`src/rtl/lcd_load_seq.sv`:
```
module lcd_load_seq #(
  parameter int DW        = 16,
  parameter int CW        = 12,
  parameter int LUT_N     = 256,
  parameter int LUT_SMALL = 16
) (
  input  logic                     clk,
  input  logic                     rst_n,
  input  logic                     ctl_wr,
  input  logic [31:0]              ctl_wdata,
  input  logic                     sts_wr,
  input  logic [6:0]               sts_wdata,
  input  logic                     in_valid,
  input  logic [DW-1:0]            in_data,
  output logic                     in_ready,
  input  logic                     frame_end,
  input  logic                     fuf_in,
  input  logic                     sync_lost_in,
  input  logic                     vsync_in,
  input  logic                     abc_in,
  input  logic                     line_in,
  output logic                     pix_valid,
  output logic [DW-1:0]            pix_data,
  input  logic [$clog2(LUT_N)-1:0] lut_rd_addr,
  output logic [CW-1:0]            lut_rd_data,
  output logic [3:0]               bpp_code,
  output logic [6:0]               sts,
  output logic                     irq
);
  localparam int AW = $clog2(LUT_N);
  localparam int LW = AW + 1;

  typedef enum logic [2:0] {S_IDLE, S_PAL, S_HALT, S_FRAME, S_DRAIN} state_t;

  state_t        state;
  logic [1:0]    run_mode;
  logic [AW-1:0] pal_idx;
  logic [LW-1:0] pal_len;
  logic [6:0]    ctl_ie;
  logic [CW-1:0] lut [LUT_N];

  logic          wr_en, wr_dis, active, lut_we, pal_last, pal_set, done_set;
  logic [LW-1:0] pal_len_w;
  logic [6:0]    ev_set, sclr;
  logic          unused_ctl;

  assign unused_ctl = ^{ctl_wdata[31:22], ctl_wdata[19:8]};

  assign wr_en     = ctl_wr & ctl_wdata[0];
  assign wr_dis    = ctl_wr & ~ctl_wdata[0];
  assign active    = state != S_IDLE;
  assign in_ready  = (state == S_PAL) || (state == S_FRAME) || (state == S_DRAIN);
  assign pix_valid = in_valid && ((state == S_FRAME) || (state == S_DRAIN));
  assign pix_data  = in_data;

  assign pal_len_w = (pal_idx == '0)
                   ? ((in_data[DW-1 -: 4] >= 4'h4) ? LW'(LUT_SMALL) : LW'(LUT_N))
                   : pal_len;
  assign pal_last  = ({1'b0, pal_idx} == pal_len_w - LW'(1));
  assign lut_we    = (state == S_PAL) && in_valid && !wr_dis;
  assign pal_set   = lut_we && pal_last;

  always_comb begin
    done_set = 1'b0;
    case (state)
      S_PAL, S_HALT: done_set = wr_dis;
      S_FRAME:       done_set = wr_dis && frame_end;
      S_DRAIN:       done_set = !wr_en && frame_end;
      default:       done_set = 1'b0;
    endcase
  end

  assign ev_set = {active & line_in, active & abc_in, active & vsync_in,
                   active & sync_lost_in, active & fuf_in, pal_set, done_set};
  assign sclr   = (sts_wr ? (sts_wdata & {3'b111, 2'b00, run_mode == 2'd1, 1'b0}) : 7'b0)
                | (wr_dis ? 7'b0001110 : 7'b0)
                | {6'b0, wr_en};
  assign irq    = |(sts & ctl_ie);

  always_ff @(posedge clk) begin
    if (!rst_n) begin
      state    <= S_IDLE;
      run_mode <= 2'd0;
      pal_idx  <= '0;
      pal_len  <= '0;
      bpp_code <= 4'h0;
      ctl_ie   <= '0;
      sts      <= '0;
    end else begin
      sts <= (sts & ~sclr) | ev_set;
      if (ctl_wr) ctl_ie <= ctl_wdata[7:1];
      case (state)
        S_IDLE:
          if (wr_en) begin
            run_mode <= ctl_wdata[21:20];
            pal_idx  <= '0;
            state    <= ctl_wdata[21] ? S_FRAME : S_PAL;
          end
        S_PAL:
          if (wr_dis) state <= S_IDLE;
          else if (in_valid) begin
            pal_idx <= pal_idx + AW'(1);
            pal_len <= pal_len_w;
            if (pal_idx == '0) bpp_code <= in_data[DW-1 -: 4];
            if (pal_last) state <= (run_mode == 2'd0) ? S_FRAME : S_HALT;
          end
        S_HALT:
          if (wr_dis) state <= S_IDLE;
        S_FRAME:
          if (wr_dis) state <= frame_end ? S_IDLE : S_DRAIN;
        S_DRAIN:
          if (wr_en) state <= S_FRAME;
          else if (frame_end) state <= S_IDLE;
        default: state <= S_IDLE;
      endcase
    end
  end

  always_ff @(posedge clk) begin
    if (lut_we) lut[pal_idx] <= in_data[CW-1:0];
  end

  assign lut_rd_data = lut[lut_rd_addr];

  AST_DONE_HOLD: assert property (@(posedge clk) disable iff (!rst_n)
    sts[0] && !(ctl_wr && ctl_wdata[0]) |=> sts[0]);

  AST_DONE_IDLE: assert property (@(posedge clk) disable iff (!rst_n)
    $rose(sts[0]) |-> !in_ready && !pix_valid);

  AST_PAL_ONLY_HALT: assert property (@(posedge clk) disable iff (!rst_n)
    $rose(sts[1]) && run_mode == 2'd1 |-> !in_ready);

  AST_DIS_CLEARS_ERR: assert property (@(posedge clk) disable iff (!rst_n)
    ctl_wr && !ctl_wdata[0] && !fuf_in && !sync_lost_in |=> !sts[2] && !sts[3]);

  AST_PAL_W1C: assert property (@(posedge clk) disable iff (!rst_n)
    sts_wr && sts_wdata[1] && run_mode == 2'd1 && !pal_set |=> !sts[1]);
endmodule

```
`config.mk`:
```
export PLATFORM = sky130hd
export DESIGN_NAME = lcd_load_seq
export DESIGN_NICKNAME = d
export VERILOG_FILES = /design/src/rtl/lcd_load_seq.sv
export SDC_FILE = /design/constraint.sdc
export NUM_CORES = 2
export LEC_CHECK = 0
export ABC_CLOCK_PERIOD_IN_PS = 3900
export CAP_MARGIN = 10
export CORE_MARGIN = 2
export CORE_UTILIZATION = 44
export CTS_CLUSTER_SIZE = 40
export DETAILED_ROUTE_END_ITERATION = 16
export GPL_ROUTABILITY_DRIVEN = 0
export MAX_ROUTING_LAYER = met4
export SLEW_MARGIN = 0
export SYNTH_ARGS = -nofsm -noshare
export SYNTH_HDL_FRONTEND = slang
export SYNTH_SLANG_ARGS = --single-unit
export TNS_END_PERCENT = 5
```
`constraint.sdc`:
```
create_clock -name clk -period 3.9 [get_ports clk]
set_input_delay 0.78 -clock clk [delete_from_list [all_inputs] [get_ports clk]]
set_output_delay 0.78 -clock clk [all_outputs]
set_load 0.01 [all_outputs]
```
# After elaboration in Yosys (flattened, before gate mapping)
# Memory sizes are Yosys's and may differ from the RTL's.
# Index checks and enable logic that the tools add are counted.
dict set report word_totals {
  reg_bits 40
  ram_bits 3072
  inputBits 74
  word_cells 87
  n_memories 1
}
dict set report op_classes {
  addsub 2
  magnitude_cmp 1
  eq_ne 14
  mux 23
  bitwise 16
  n_reduce_logical 23
}
# name depth width read_ports rd_clocked_by_memory_dff wr line_no
set memory_table {}
lappend memory_table {lut 256 12 1 0 1 40} ;# logic [CW-1:0] lut [LUT_N];
# cell n
set op_table {}
lappend op_table {{3-bit 2-to-1 mux} 9}
lappend op_table {{8-bit 2-to-1 mux} 3}
lappend op_table {{7-bit bitwise AND} 3}
lappend op_table {{9-bit 2-to-1 mux} 2}
lappend op_table {{8-bit one-hot mux with 2 select lines} 1}
lappend op_table {{3-bit one-hot mux with 5 select lines} 1}
lappend op_table {{2-bit != test, second input constant} 5}
lappend op_table {{8-bit by 9-bit == test with 1-bit output} 1}
lappend op_table {{3-bit != test, second input constant} 3}
lappend op_table {{9-bit by 1-bit subtractor with 9-bit output, second input constant} 1}
lappend op_table {{8-bit by 1-bit adder with 8-bit output, second input constant} 1}
lappend op_table {{8-bit logical NOT} 1}
lappend op_table {{4-bit AND reduction} 2}
lappend op_table {{1-bit bitwise AND} 7}
lappend op_table {{7-bit 2-to-1 mux} 1}
lappend op_table {{7-bit inverter} 1}
lappend op_table {{7-bit by 1-bit bitwise OR with 7-bit output} 1}
lappend op_table {{7-bit by 4-bit bitwise OR with 7-bit output} 1}
lappend op_table {{7-bit bitwise OR} 1}
lappend op_table {{7-bit OR reduction} 1}
lappend op_table {{3-bit by 2-bit == test with 1-bit output, second input constant} 2}
lappend op_table {{1-bit logical AND} 6}
lappend op_table {{6-bit AND reduction} 1}
lappend op_table {{4-bit by 3-bit >= comparator with 1-bit output, second input constant} 1}
lappend op_table {{other kinds (17)} 23}

# Longest topological paths before layout
dict set report logic_depth {
  word_depth 9
  ltp_mapped 12
  depth_no_buf 12
}

# Worst setup path before layout
# No wires, ideal clock.
dict set report synth_timing {
  path_kind {in2out}
  from {input port lut_rd_addr[0]}
  to {output port lut_rd_data[1]}
  arrival_time_ns 3.008
  t_required_ns 3.120
  setup_slack_ns 0.112
  stages 9
  n_path_buf 4
  path_cell_list {clkbuf_1 -> buf_2 -> clkbuf_1 -> buf_2 -> mux4_2 -> mux4_2 -> mux2i_1 -> a22oi_1 -> and4_1}
}
dict set report synth_between {
  elab_chain_cells 1
}
# element line_no
set synth_rtl {}
lappend synth_rtl {{start: declaration} 24} ;# input logic [$clog2(LUT_N)-1:0] lut_rd_addr,
lappend synth_rtl {{memory read 256 x 12 bit} -}
lappend synth_rtl {{end: declaration} 25} ;# output logic [CW-1:0] lut_rd_data,
# Every way passes these cells.

# Final worst setup path
dict set report layout_timing {
  from {input port lut_rd_addr[0]}
  to {output port lut_rd_data[4]}
}
# The elaborated chain is that of the path after synthesis.

==> impl_metrics.py <==
metrics = {
    "timing": {
        "drv_slew": 0,
        "setup_tns_ns": -4.43,
        "finalHoldViolCount": 0,
        "skew_ns": 0.0673,
        "timing.final.crit_share": 1.12,
        "max_freq_mhz": 230,
        "slew_headroom": 0.173,
        "whs_ns": 0.252,
        "finalWorstSetupSlack_ns": -0.456,
        "setup_viol_count_final": 12,
        "min_period_ns": 4.36,
        "rsz0062_at_grt": "true",
        "worstMarginPinSlew_ns": 1.24,
    },
    "grt": {
        "top_usage_layer": "met2",
        "grt_overflow": 0,
        "use_met2": 0.362,
        "grt_pass1_wl_microns": 443000,
        "grt_use_met1": 0.322,
        "grt_pass1_vias": 58500,
        "grtUsageMet3": 0.0322,
        "grt_start_max_net_pins": 154,
        "antenna_found_initial": 5,
        "track_usage": 0.231,
    },
    "clock_tree": {
        "clockBufferDepth": 4,
        "cts-root-buf": "clkbuf_16",
        "h-tree-depth": 5,
        "cts_sinks": 3112,
        "cts.hold.buffers_added": 0,
        "cts_tree": "yes",
        "cts_buffers": 324,
        "clk_transition_reported_paths_ns": 0.06,
        "worstSkewPairLatency_ns": 0.88,
    },
    "synthesis": {
        "synth_edf_count": 3072,
        "synth_nets": 5134,
        "synth_cells": 5055,
        "yosysTopAreaCell": "edfxtp_1",
        "syn-cell-area_sq_um": 120000,
        "synth_cell_types": 62,
        "synthFlopType": "edfxtp_1",
        "synth-seq-cells": 3112,
        "ys_seq_area_frac": 0.775,
        "async_reset_ff_frac": 0,
        "yosysTopAreaCellShare": 0.768,
        "yosysWarnings": 0,
        "synth_area_per_cell_sq_um": 23.7,
        "synth.area.top_cells": "edfxtp_1, mux4_2, mux2i_1, nor2_1, dfxtp_1",
    },
    "worst_setup_path": {
        "worstPathArrival_ns": 3.58,
        "crit_type": "in2out",
        "r2r_end": "sts[1]",
        "crit_family": "multiplexers",
        "startpoint_type": "primary input",
        "reg2reg_slack_ns": 0.42,
        "r2r-start": "pal_idx[0]",
        "worstRegToRegCells": 12,
        "critPathMaxFanout": 11,
        "path_cells": "buf_16 -> buf_12 -> buf_16 -> buf_4 -> mux4_2 -> mux4_2 -> mux2i_1 -> a22oi_2 -> and4_4 -> buf_6",
        "slowest_delay_ns": 0.54,
        "crit_path_end_kind": "output pin",
        "critPathBufInv": 5,
        "crit_slowest_cell": "mux4_2",
        "worstPathRequired_ns": 3.12,
    },
    "detailed_routing": {
        "firstDrtPassIters": 6,
        "detail_route.wl_per_cell_microns": 31.7,
        "wirelength_microns": 310000,
        "via_per_inst": 5.91,
        "drtIter0Drc": 7031,
        "drc": 0,
        "via_count": 57900,
        "ant_nets": 0,
    },
    "cells_and_area": {
        "layout_commonest_cell": "edfxtp_1",
        "syn_to_final_growth_pct": 19.4,
        "fin_area_sq_um": 143000,
        "drive_gt1_frac": 0.373,
        "fin_util": 0.529,
        "fin_nets": 6045,
        "final_cells": 9786,
        "final_cell_mix": "edfxtp_1, mux4_2, buf_4, clkbuf_16, nor2_1",
    },
    "power_and_ir_drop": {
        "ir_drop_mv": 0.520,
        "leakagePower_nw": 45.9,
        "power.density_nw_per_um2": 499,
        "power_mw": 71.5,
    },
    "status": {
        "violations": "setup timing",
        "status": "finished with violations",
    },
    "hold_path": {
        "worstHoldStart": "in_data[7]",
        "min_to": "lut[138][7]",
        "min_path_type": "in2reg",
        "min_delay_path_depth": 1,
    },
    "floorplanning": {
        "die_h_microns": 526,
        "ios": 116,
        "start_util": 0.443,
        "die_width_microns": 526,
        "die_area_sq_um": 277000,
        "core_area_sq_um": 271000,
        "rows": 191,
    },
    "placed_design": {
        "place_ws_ns": -1.22,
        "postPlaceCellArea_sq_um": 131000,
        "io_buffers": 90,
        "dp_cells": 9113,
        "hpwl_microns": 191000,
    },
    "job": {
        "drv_cap": 0,
    },
}
==> report_power, final <==
part	internal [mW]	switching, mW
combinational	2.07	2.70
clock	17.3	12.6
sequential	36.8	0.0566
total	56.2	15.3
==> sequential cells by signal, indices dropped and copies added (netlist names) <==
name,cells
bpp_code,4
ctl_ie,7
lut,3072
pal_idx,8
pal_len,9
run_mode,2
state,3
sts,7
==> how the worst max path moves through the flow <==
stage | endpoint | from | slack, ns | cells past startpoint
5_1_grt | lut_rd_data[3] | lut_rd_addr[0] | -0.45 | 12
3_5_place_dp | lut_rd_data[2] | lut_rd_addr[0] | -1.22 | 10
3_3_place_gp | lut_rd_data[2] | lut_rd_addr[0] | -1.27 | 10
6_report | lut_rd_data[4] | lut_rd_addr[0] | -0.46 | 10
4_1_cts | lut_rd_data[3] | lut_rd_addr[0] | -0.44 | 13
2_1_floorplan | lut_rd_data[1] | lut_rd_addr[0] | 0.11 | 9
==> cell type report <==
cell class	instances	area, sq um
multi-input cells	1632	26000
inverters	9	33.8
clock buffers	392	8580
fillers	20600	128000
repair buffers	887	9580
diodes	6	15.0
well taps	3570	4470
clock inverters	178	1560
flip-flops and latches	3112	93000
==> per-layer routing <==
layer	up-vias	wire (microns)
met5	-	0
met4	0	7950
met3	414	21300
met2	2229	152000
met1	31700	129000
li1	23500	-
==> logic make-up after synthesis <==
group / share of synthesized area
xor+xnor: 0.00102
flops: 0.775
buf+inv: 0.0112
simple gates: 0.0160
compound gates: 0.00682
mux: 0.189
fa+ha+maj: 0.000521
==> synthesized netlist by cell type (17+ instances only) <==
cell / n
mux2i_1: 111
nor2b_1: 21
buf_1: 20
edfxtp_1: 3072
clkbuf_1: 180
dfxtp_1: 40
nand2_1: 50
buf_4: 17
a22oi_1: 56
mux4_2: 960
buf_2: 84
nor2_1: 285
==> repair_timing <==
action / in CTS / in global routing
cloned: 19 / 0
pin swaps: 29 / 14
gates resized for setup: 227 / 11
endpoints found under the setup margin: 12 / 12
buffers inserted: 87 / 4
(Power assumes the default switching activity.)
